===== config.mk =====
export PLATFORM = sky130hd
export DESIGN_NAME = scan_flush_tester
export DESIGN_NICKNAME = d
export VERILOG_FILES = /design/src/rtl/flush_pkg.sv /design/src/rtl/flush_ctrl.sv /design/src/rtl/flush_pattern.sv /design/src/rtl/flush_cmp.sv /design/src/rtl/scan_flush_tester.sv
export SDC_FILE = /design/constraint.sdc
export NUM_CORES = 1
export LEC_CHECK = 0
export ABC_AREA = 1
export BUFFER_PORTS_ARGS = -buffer_cell sky130_fd_sc_hd__buf_2
export CAP_MARGIN = 10
export CORE_MARGIN = 2
export CORE_UTILIZATION = 60
export DETAILED_ROUTE_END_ITERATION = 10
export GPL_ROUTABILITY_DRIVEN = 0
export HOLD_SLACK_MARGIN = 0.15
export PLACE_DENSITY = 0.95
export SYNTH_ARGS = -nofsm -noshare
export SYNTH_HDL_FRONTEND = slang
export SYNTH_SLANG_ARGS = --single-unit

===== constraint.sdc =====
create_clock -name clk -period 5.31 [get_ports clk]
set_input_delay 0 -clock clk [delete_from_list [all_inputs] [get_ports clk]]
set_output_delay 0 -clock clk [all_outputs]
set_load 0.005 [all_outputs]

===== src/rtl/flush_pkg.sv =====
// Shared types for the scan chain flush tester.
package flush_pkg;
    typedef enum logic {
        ST_IDLE = 1'b0,
        ST_RUN  = 1'b1
    } flush_state_t;
endpackage


===== src/rtl/flush_ctrl.sv =====
// Flush sequencer: accepts start only when idle, latches the chain length,
// counts flush cycles 0..len+3 and pulses done after the last one.
// Assumes the latched length is at least 1.
module flush_ctrl #(
    parameter int LEN_W = 6,
    localparam int CNT_W = LEN_W + 1
) (
    input  logic             clk,
    input  logic             rst_n,
    input  logic             start,
    input  logic [LEN_W-1:0] chain_len,
    output logic             busy,
    output logic             accept,
    output logic             last,
    output logic             done,
    output logic [CNT_W-1:0] cyc,
    output logic [CNT_W-1:0] len_ext
);
    import flush_pkg::*;

    flush_state_t     state;
    logic [LEN_W-1:0] len_q;

    assign busy    = (state == ST_RUN);
    assign accept  = start && !busy;
    assign len_ext = {1'b0, len_q};
    assign last    = busy && (cyc == len_ext + CNT_W'(3));

    // State, cycle counter, latched length and done pulse.
    always_ff @(posedge clk) begin
        if (!rst_n) begin
            state <= ST_IDLE;
            cyc   <= '0;
            len_q <= '0;
            done  <= 1'b0;
        end else begin
            done <= 1'b0;
            if (accept) begin
                state <= ST_RUN;
                cyc   <= '0;
                len_q <= chain_len;
            end else if (last) begin
                state <= ST_IDLE;
                done  <= 1'b1;
            end else if (busy) begin
                cyc <= cyc + CNT_W'(1);
            end
        end
    end

    p_done_pulse_r6: assert property (@(posedge clk) disable iff (!rst_n)
        done |=> !done);
    p_done_after_last_r6: assert property (@(posedge clk) disable iff (!rst_n)
        last |=> done && !busy);
    p_run_continues_r2: assert property (@(posedge clk) disable iff (!rst_n)
        busy && !last |=> busy && (cyc == $past(cyc) + CNT_W'(1)));
    p_start_ignored_r7: assert property (@(posedge clk) disable iff (!rst_n)
        busy && start |=> $stable(len_q));
endmodule


===== src/rtl/flush_pattern.sv =====
// Pattern source and reference: drives the 0,0,1,1 stream from the cycle
// count and derives the bit expected at the chain output, which is the
// bit driven len cycles earlier. Assumes cyc runs from 0 while busy.
module flush_pattern #(
    parameter int CNT_W = 7
) (
    input  logic             clk,
    input  logic             rst_n,
    input  logic             busy,
    input  logic [CNT_W-1:0] cyc,
    input  logic [CNT_W-1:0] len_ext,
    output logic             scan_bit,
    output logic             in_window,
    output logic             ref_bit
);
    logic [CNT_W-1:0] lag;

    // Pattern bit, compare window and delayed reference.
    always_comb begin
        lag       = cyc - len_ext;
        scan_bit  = busy && cyc[1];
        in_window = busy && (cyc >= len_ext);
        ref_bit   = lag[1];
    end

    p_rise_r3: assert property (@(posedge clk) disable iff (!rst_n)
        busy && $past(busy) && (cyc[1:0] == 2'd2) |-> scan_bit && !$past(scan_bit));
    p_idle_low_r3: assert property (@(posedge clk) disable iff (!rst_n)
        !busy |-> !scan_bit);
endmodule


===== src/rtl/flush_cmp.sv =====
// Comparator and verdict: checks scan-out against the reference inside the
// window, latches the first failing cycle and forms the pass flag at the
// last flush edge. Cleared whenever a new flush is accepted.
module flush_cmp #(
    parameter int CNT_W = 7
) (
    input  logic             clk,
    input  logic             rst_n,
    input  logic             clear,
    input  logic             in_window,
    input  logic             ref_bit,
    input  logic             scan_out,
    input  logic             last,
    input  logic [CNT_W-1:0] cyc,
    output logic             ok,
    output logic             bad,
    output logic [CNT_W-1:0] fail_idx
);
    logic miss;

    assign miss = in_window && (scan_out != ref_bit);

    // Sticky failure capture and end-of-flush pass verdict.
    always_ff @(posedge clk) begin
        if (!rst_n) begin
            ok       <= 1'b0;
            bad      <= 1'b0;
            fail_idx <= '0;
        end else if (clear) begin
            ok       <= 1'b0;
            bad      <= 1'b0;
            fail_idx <= '0;
        end else begin
            if (miss && !bad) begin
                bad      <= 1'b1;
                fail_idx <= cyc;
            end
            if (last) ok <= !(bad || miss);
        end
    end

    p_idx_hold_r5: assert property (@(posedge clk) disable iff (!rst_n)
        bad && !clear |=> bad && $stable(fail_idx));
    p_excl_r5: assert property (@(posedge clk) disable iff (!rst_n)
        !(ok && bad));
    p_clear_r8: assert property (@(posedge clk) disable iff (!rst_n)
        clear |=> !ok && !bad);
endmodule


===== src/rtl/scan_flush_tester.sv =====
// Scan chain flush tester top: holds the chain in shift mode for len+4
// clocks, feeds 0,0,1,1 and verifies the delayed stream at the output.
// Assumes scan_out is the chain's last stage, clocked by clk and shifting
// while test_ctrl is low.
module scan_flush_tester #(
    parameter int LEN_W = 6,
    localparam int CNT_W = LEN_W + 1
) (
    input  logic             clk,
    input  logic             rst_n,
    input  logic             start,
    input  logic [LEN_W-1:0] chain_len,
    input  logic             scan_out,
    output logic             busy,
    output logic             done,
    output logic             test_ctrl,
    output logic             scan_in,
    output logic             chain_ok,
    output logic             chain_bad,
    output logic [CNT_W-1:0] fail_idx
);
    logic             accept;
    logic             last;
    logic [CNT_W-1:0] cyc;
    logic [CNT_W-1:0] len_ext;
    logic             in_window;
    logic             ref_bit;

    flush_ctrl #(.LEN_W(LEN_W)) u_ctrl (
        .clk(clk), .rst_n(rst_n), .start(start), .chain_len(chain_len),
        .busy(busy), .accept(accept), .last(last), .done(done),
        .cyc(cyc), .len_ext(len_ext)
    );

    flush_pattern #(.CNT_W(CNT_W)) u_pat (
        .clk(clk), .rst_n(rst_n), .busy(busy), .cyc(cyc), .len_ext(len_ext),
        .scan_bit(scan_in), .in_window(in_window), .ref_bit(ref_bit)
    );

    flush_cmp #(.CNT_W(CNT_W)) u_cmp (
        .clk(clk), .rst_n(rst_n), .clear(accept), .in_window(in_window),
        .ref_bit(ref_bit), .scan_out(scan_out), .last(last), .cyc(cyc),
        .ok(chain_ok), .bad(chain_bad), .fail_idx(fail_idx)
    );

    // Chain stays in shift mode exactly while a flush runs.
    assign test_ctrl = !busy;

    p_no_done_in_run_r6: assert property (@(posedge clk) disable iff (!rst_n)
        done |-> test_ctrl && !scan_in);
    p_reset_idle_r9: assert property (@(posedge clk)
        !rst_n |=> !busy && !done && !chain_ok && !chain_bad);
endmodule


==> metrics.txt, run 1 <==
status completed; Post-CTS Resized 0; CP Max Fanout 14; top-area cell type share of the netlist area 0.3290; Register Area 480.5 um2; vias in the first global route 1336; area of the multi-input gates 858.3 um2; count leader, synth nand2_1; Power Total 422.5 uW; setup slack after layout about 3.1 ns; CTS sink count 24; asr flop ratio synth 0; vias per cell 5.784; post-route ant nets 0; fraction of layout instances using a drive strength above 1 0.1592; starting density of the core 0.6476; syn_area_per_cell between 6 and 7 um2; Final #Nets 264; CTS Buffer Depth 2; Critical Path RT 5.58 ns; wire length per cell 14.58 um; Worst R2R Setup Slack 3.14 ns; WS Path Type reg -> reg; Fin. Hold Viols 0; post-synth cell types 24; Diodes inserted 0; post-route clock period utilization 0.4081; global-route usage over all layers 0.3095; Area Overhead vs Synth 19.45%; dominant cells by area after synthesis dfxtp_1, nand2_1, a21oi_1, ha_1, inv_1; Critical Path Sink Type register; fin crit period 2.167 ns; max-slew violations 0; Setup Skew 0.004869 ns; setup TNS 0 ns; post-CTS setup buffers 0; Lkg Pwr about 0.0008 uW; top cell type by total area after synthesis dfxtp_1; global-route wire length before repair 6285 um; Slew @ Worst Pin 0.6351 ns; Die H 53.33 um; total wire length 3980 um; worst hold slack 0.2325 ns; Post-synth top cells nand2_1, a21oi_1, dfxtp_1, inv_1, nand3_1; DIE WIDTH 53.33 um; grt ovf 0; hold crit path type in -> reg; MaxCap Viol Count 0; # rows 17; Vias between 1500 and 2000; Synth Cell Area 1460 um2; initial antenna violation count 0; syn_nets 230; #FFs+latches synth 24; RSZ-0062 raised after global routing false; Final Util 0.7736; pre-CTS WS between 3 and 4 ns; power density over cell area 242.2 nW/um2; Post-synth EDFFs 0; number of buffers added on ports 22; cells after synthesis 212; Pre-antenna DRT Iters 4; CTS tree yes; Worst slew margin 0.5760; Clock transition at path regs around 0.14 ns; Worst VDD drop 0.2254 mV; DR DRC count 0; H-tree depth 1; Hold-fix buffers, CTS 11; HPWL after detailed placement 2422 um; # setup viols final 0; Worst-Skew Late Latency around 0.33 ns; CP startpoint kind register; Max Freq between 400 and 500 MHz; CTS root buffer clkbuf_4; Syn. warnings 0; total CTS buffers 3; largest net degree at the start of global routing 16; Core ar. 2255 um2; I/O Pins 23; ys flop type dfxtp_1; die area 2844 um2; post-synthesis sequential area ratio 0.3290; Fill cells between 150 and 200; critical path arrival 2.44 ns; 1st-iter DRT viols 87
## placed cells by master (no fill, tap or decap), drive strengths merged
master        n
a21oi        25
bufinv        1
nor3          1
o21ai         8
dfxtp        24
inv          25
buf          22
clkinv        1
clkbuf        3
dlygate4sd3  11
or2           1
nor2         15
nand2        67
nand3        16
nand4        10
nand3b        1
xor2          6
ha            8
## per-stage QoR
stage,std cells,instance area (um2)
after floorplan,212,1460
after global placement,258,1582
after detailed placement,258,1582
after CTS,273,1744
after global routing,273,1744
final,273,1744
## power by group
group | internal [uW] | switching, uW
logic | 32.1 | 58.1
registers | 186 | 9.72
clock network | 76.4 | 60.3
total | 294 | 128
## critical path, cell delays in order (launching register included)
cell and delay, ns:
dfxtp_1 0.76, inv_1 0.12, nand2_1 0.37, o21ai_0 0.16, dlygate4sd3_1 0.59, a21oi_1 0.11
## sequential cells by signal, summed over array words and instances, names as in the netlist
| signal | flops |
|---|---|
| u_ctrl.done | 1 |
| u_ctrl.cyc | 7 |
| u_cmp.bad | 1 |
| u_cmp.fail_idx | 7 |
| u_ctrl.busy | 1 |
| u_ctrl.len_q | 6 |
| u_cmp.ok | 1 |
## per-layer routing
metal,GRT usage,up-vias,share of wire
met3,0.04802,18,0.088
li1,-,756,-
met1,0.3986,698,0.40
met4,0.1197,0,0.030
met5,0,-,0
met2,0.5123,107,0.48
## final cells by class
cell class / instances / area share
clock buffers: 3 / 0.01291
multi-input cells: 158 / 0.4921
well taps: 28 / 0.02009
clock inverters: 1 / 0.01722
inverters: 26 / 0.05595
flip-flops and latches: 24 / 0.2755
repair buffers: 33 / 0.1263
## path summary, 6_finish.rpt
kind                                         from                end  cells after the start
worst max-delay path                  u_ctrl.busy    u_ctrl.len_q[3]                      5
worst min-delay path                     scan_out  u_cmp.fail_idx[2]                      6
worst min register to register  u_cmp.fail_idx[3]  u_cmp.fail_idx[3]                      2
worst max register to register        u_ctrl.busy    u_ctrl.len_q[3]                      5
## cell families after synthesis
| family | synth area share |
|---|---|
| buf+inv | 0.08311 |
| simple gates | 0.3702 |
| xor+xnor | 0.03599 |
| compound gates | 0.1131 |
| flops | 0.3290 |
| fa+ha+maj | 0.06855 |
No activity file was read; power rests on OpenSTA's default activity.
==> run 2, diff against run 1 <==
Settings changed: CORE_ASPECT_RATIO from default to 0.5, CORE_UTILIZATION 60 to 50, PLACE_DENSITY 0.95 to 0.87.
Clock period 5.31 ns to 1.8 ns, I/O delays scaled along.
==> metrics.txt, run 2 (synthesis gave the netlist of run 1 again) <==
CTS sink count 24; most frequent cells in the layout nand2_1, a21oi_1, inv_1, buf_2, dfxtp_1; Reg-to-Reg End u_cmp.fail_idx[2]; Area Overhead vs Synth 32.30%; initial antenna violation count 0; CTS Buffer Depth 2; max-slew violations 0; worst hold slack about 0.32 ns; Max stage delay cell, worst path dfxtp_4; Slew @ Worst Pin ~0.45 ns; Core ar. 2684 um2; critical path arrival 1.91 ns; Final Util 0.7198; CP startpoint kind register; post-route cell area 1932 um2; Critical Path RT 2.00 ns; crit path buf inv count 2; Worst VDD drop 0.4125 mV; starting density of the core 0.5441; total wire length 3633 um; CTS root buffer clkbuf_8; DR DRC count 0; hold depth 7; vias in the first global route 1343; Hold Crit Start scan_out; Fin. Hold Viols 0; # setup viols final 0; H-tree depth 1; Fill cells 206; worst hold endpoint u_cmp.bad; HPWL after detailed placement 2575 um; Pre-antenna DRT Iters 4; wire length per cell 12.32 um; total CTS buffers 3; vias per cell 5.295; post-route ant nets 0; 1st-iter DRT viols 180; Power Total between 1000 and 1500 uW; Critical Path Sink Type register; post-CTS setup buffers 0; power density over cell area 703.4 nW/um2; global-route wire length before repair 5782 um; Clock transition at path regs 0.09 ns; DIE WIDTH 80.43 um; I/O Pins 23; Lkg Pwr roughly 0.00088 uW; Die H 42.21 um; Vias 1562; setup slack after layout 0.09124 ns; fraction of layout instances using a drive strength above 1 0.2326; post-route clock period utilization 0.9493; Max Freq just under 600 MHz; Worst slew margin 0.7023; global-route usage over all layers 0.2163; die area 3395 um2; largest net degree at the start of global routing 16; WS Path Type reg -> reg; status completed; area post-placement approximately 1700 um2; CP delay by family, top simple AND/OR/NAND/NOR gates; # rows 13; MaxCap Viol Count 0; Diodes inserted 0; CTS tree yes; number of buffers added on ports 22; max incr delay on CP 0.38 ns; grt ovf 0; Top Registers u_cmp.fail_idx x7, u_ctrl.cyc x7, u_ctrl.len_q x6; CP Max Fanout 7; hold crit path type in -> reg; crit-path cells inv_2, ha_1, nand2_1, nor2_1, nand4_1, nand3_2, buf_4, nand4_1, a21oi_1; Final #Nets ~280; Setup Skew roughly 0.0086 ns; Most Frequent Cell on Critical Path nand4_1; Worst R2R Setup Slack 0.09 ns; pre-CTS WS 0.02801 ns; Worst-Skew Late Latency between 0.2 and 0.3 ns; Register-to-Register Path Depth 9; fin crit period between 1.5 and 2 ns; commonest non-fill, non-tap cell in the layout nand2_1; Worst R2R Start u_ctrl.len_q[2]
## run 2: cell types whose count changed in the layout (fill, tap and decap cells not counted), moves of 2 or more
cell	previous run	this run
buf_4	0	10
inv_1	24	22
dfxtp_2	0	4
dlygate4sd3_1	11	14
dfxtp_1	24	19
clkbuf_8	0	3
ha_4	0	2
inv_2	1	3
clkbuf_4	3	0
ha_1	8	6
## run 2: how the worst max path moves through the flow
| stage | from | end | slack, ns | cells past startpoint |
|---|---|---|---|---|
| final | u_ctrl.len_q[2] | u_cmp.fail_idx[2] | 0.09 | 9 |
| after CTS | u_ctrl.len_q[2] | u_cmp.ok | 0.009 | 9 |
| after detailed placement | u_ctrl.len_q[2] | u_cmp.ok | 0.03 | 9 |
| after global placement | u_ctrl.len_q[2] | u_cmp.ok | 0.02 | 9 |
| after global routing | u_ctrl.len_q[2] | u_cmp.fail_idx[1] | -0.005 | 9 |
| after floorplan | u_ctrl.cyc[1] | u_cmp.ok | 0.09 | 8 |
## run 2: per-stage QoR
stage	setup TNS, ns	instances
detailed placement	0	277
global placement	0	277
finish	0	295
global route	-0.005289	295
CTS	0	295
floorplan	0	212
## run 2: what timing repair did
action,CTS,global route
hold endpoints to repair,9,0
setup endpoints to repair,0,16
hold buffers,14,0
resized for setup,0,14
## run 2: power breakdown
part           leakage, uW  switching (uW)  internal, uW  total (uW)
sequential        0.000197            14.9           549         564
clock            0.0000357             186           298         484
combinational     0.000644             183           128         311
total             0.000877             384           974        1360
## run 2: layer usage
metal | global-route usage | vias up | wire length (um)
li1 | - | 784 | -
met1 | 0.2870 | 705 | 1622
met2 | 0.3583 | 69 | 1663
met3 | 0.05172 | 4 | 310
met4 | 0.04746 | 0 | 36
met5 | 0 | - | 0
## run 2: area by class of cell
class / count / area, um2 / share of cell area
timing repair buffer: 46 / 325.3 / 0.1684
inverter: 26 / 97.59 / 0.05052
multi-input combinational: 158 / 902.1 / 0.4670
clock buffer: 3 / 41.29 / 0.02137
clock inverter: 1 / 30.03 / 0.01554
sequential: 24 / 489.2 / 0.2532
tap: 37 / 46.29 / 0.02396
## run 2: tightest hold or removal path: stages
cell and delay (ns):
buf_2 0.09, inv_1 0.07, nand2_1 0.06, nand2_1 0.09, nor2_4 0.05, nand3_4 0.11, a21oi_1 0.06
==> run 3, diff against run 2 <==
Settings changed: PLACE_DENSITY 0.87 to 0.82.
==> metrics.txt, run 3 (synthesis gave the netlist of run 1 again) <==
status completed; CP Max Fanout 8; Area Overhead vs Synth 33.42%; # rows 13; Max Freq 578.3 MHz; DR WL met3 244 um; Worst slew margin 0.6947; die area 3395 um2; Sw Share 0.2830; post-route clock period utilization 0.9607; CTS sink count 24; vias in the first global route 1319; Met2 Routed Length 1756 um; Final #Nets 277; commonest non-fill, non-tap cell in the layout nand2_1; Crit. Startpoint u_ctrl.len_q[0]; Top Registers u_cmp.fail_idx x7, u_ctrl.cyc x7, u_ctrl.len_q x6; CTS tree yes; Worst R2R Start u_ctrl.len_q[0]; Core ar. 2684 um2; top layer in use met4; global-route usage over all layers 0.2164; global-route wire length before repair around 5700 um; most frequent cells in the layout nand2_1, a21oi_1, inv_1, buf_2, dfxtp_1; MaxCap Viol Count 0; worst hold slack 0.3128 ns; CTS Buffer Depth 2; Reg-to-Reg End u_ctrl.cyc[4]; CP Capture Point u_ctrl.cyc[4]; Final Util 0.7259; Cell Count, Final, Fillers Out 295; area of the multi-input gates 920.9 um2; post-route ant nets 0; Worst R2R Setup Slack 0.07 ns; Pint 975.9 uW; WS Path Type reg -> reg; I/O Pins 23; total wire length 3717 um; post-route cell area 1948 um2; Slew @ Worst Pin 0.4574 ns; # setup viols final 0; DR DRC count 0; Critical Path Sink Type register; critical path arrival 1.93 ns; placed cell count 277; wire length per cell 12.60 um; Lkg Pwr 0.0008761 uW; HPWL after detailed placement 2555 um; Vias roughly 1600; Fill cells 226; hold crit path type in -> reg; Gate power share 0.227; DIE WIDTH 80.43 um; Critical Path RT 2.00 ns; fin crit period 1.729 ns; 1st-iter DRT viols between 150 and 200; total CTS buffers 3; Setup Skew 0.004559 ns; power density over cell area 698.7 nW/um2; Reg power frac 0.415; Pre-antenna DRT Iters 4; Worst-Skew Late Latency 0.28 ns; grt ovf 0; Register-to-Register Path Depth 11; starting density of the core 0.5441; clock share of power 0.359; M1 WL between 1500 and 2000 um; area post-placement 1668 um2; CTS root buffer clkbuf_8; fraction of layout instances using a drive strength above 1 0.2364; H-tree depth 1; net switching power 385.2 uW; Worst VDD drop 0.4582 mV; number of buffers added on ports 22; Die H 42.21 um; Register Area 486.7 um2; vias per cell ~5.3; Diodes inserted 0; Fin. Hold Viols 0; largest net degree at the start of global routing 16; Clock transition at path regs 0.09 ns; CP startpoint kind register; max-slew violations 0; initial antenna violation count 0
==> run 3: cell counts in the layout (fill, tap and decap cells not counted) <==
No cell type changed its count.
==> run 3: per-layer routing <==
metal  global-route usage  vias to the layer above
li1                     -                      787
met1               0.2784                      707
met2               0.3600                       73
met3              0.05603                        6
met4              0.06102                        0
met5                    0                        -
==> run 3: how the worst min path moves through the flow <==
stage	from	endpoint	slack (ns)	cells after the start
after floorplan	rst_n	u_ctrl.len_q[0]	0.14	2
after global placement	chain_len[3]	u_ctrl.len_q[3]	0.28	3
after detailed placement	chain_len[3]	u_ctrl.len_q[3]	0.28	3
after CTS	scan_out	u_cmp.bad	0.31	6
after global routing	scan_out	u_cmp.bad	0.33	7
final	scan_out	u_cmp.bad	0.31	7
==> run 3: worst max-delay path, cell delays in order (launching register included) <==
cell      delay (ns)
dfxtp_2         0.36
inv_1           0.07
ha_2            0.20
inv_1           0.11
nand2_1         0.10
nand3b_1        0.11
nand3_2         0.10
nor2_4          0.15
nand2_4         0.11
nand2_8         0.10
nand2_1         0.07
a21oi_1         0.17
==> run 3: power by group through the flow <==
stage	clock, uW	sequential (uW)	combinational, uW
2_1_floorplan	0	576	178
3_3_place_gp	0	573	248
3_5_place_dp	0	574	254
4_1_cts	496	562	281
5_1_grt	516	567	342
6_report	488	564	308
==> run 3: area by class of cell <==
class                   count  area share
repair buffers             46      0.1670
multi-input cells         158      0.4727
clock buffers               3     0.02119
flip-flops and latches     24      0.2498
clock inverters             1     0.01541
well taps                  37     0.02376
inverters                  26     0.05010
==> run 3: per-stage QoR <==
step / total power, uW / setup slack, ns / setup TNS (ns)
6_report: 1361 / 0.07079 / 0
2_1_floorplan: 753.5 / 0.09244 / 0
5_1_grt: 1425 / -0.02090 / -0.04845
3_5_place_dp: 827.4 / -0.02232 / -0.02232
4_1_cts: 1339 / 0.01933 / 0
3_3_place_gp: 820.6 / -0.01521 / -0.01521
==> run 3: repair_timing <==
item,4_1_cts,5_1_grt
gates resized for setup,1,14
setup buffers,0,0
hold endpoints to repair,9,0
hold buffers,14,0
setup endpoints to repair,5,16
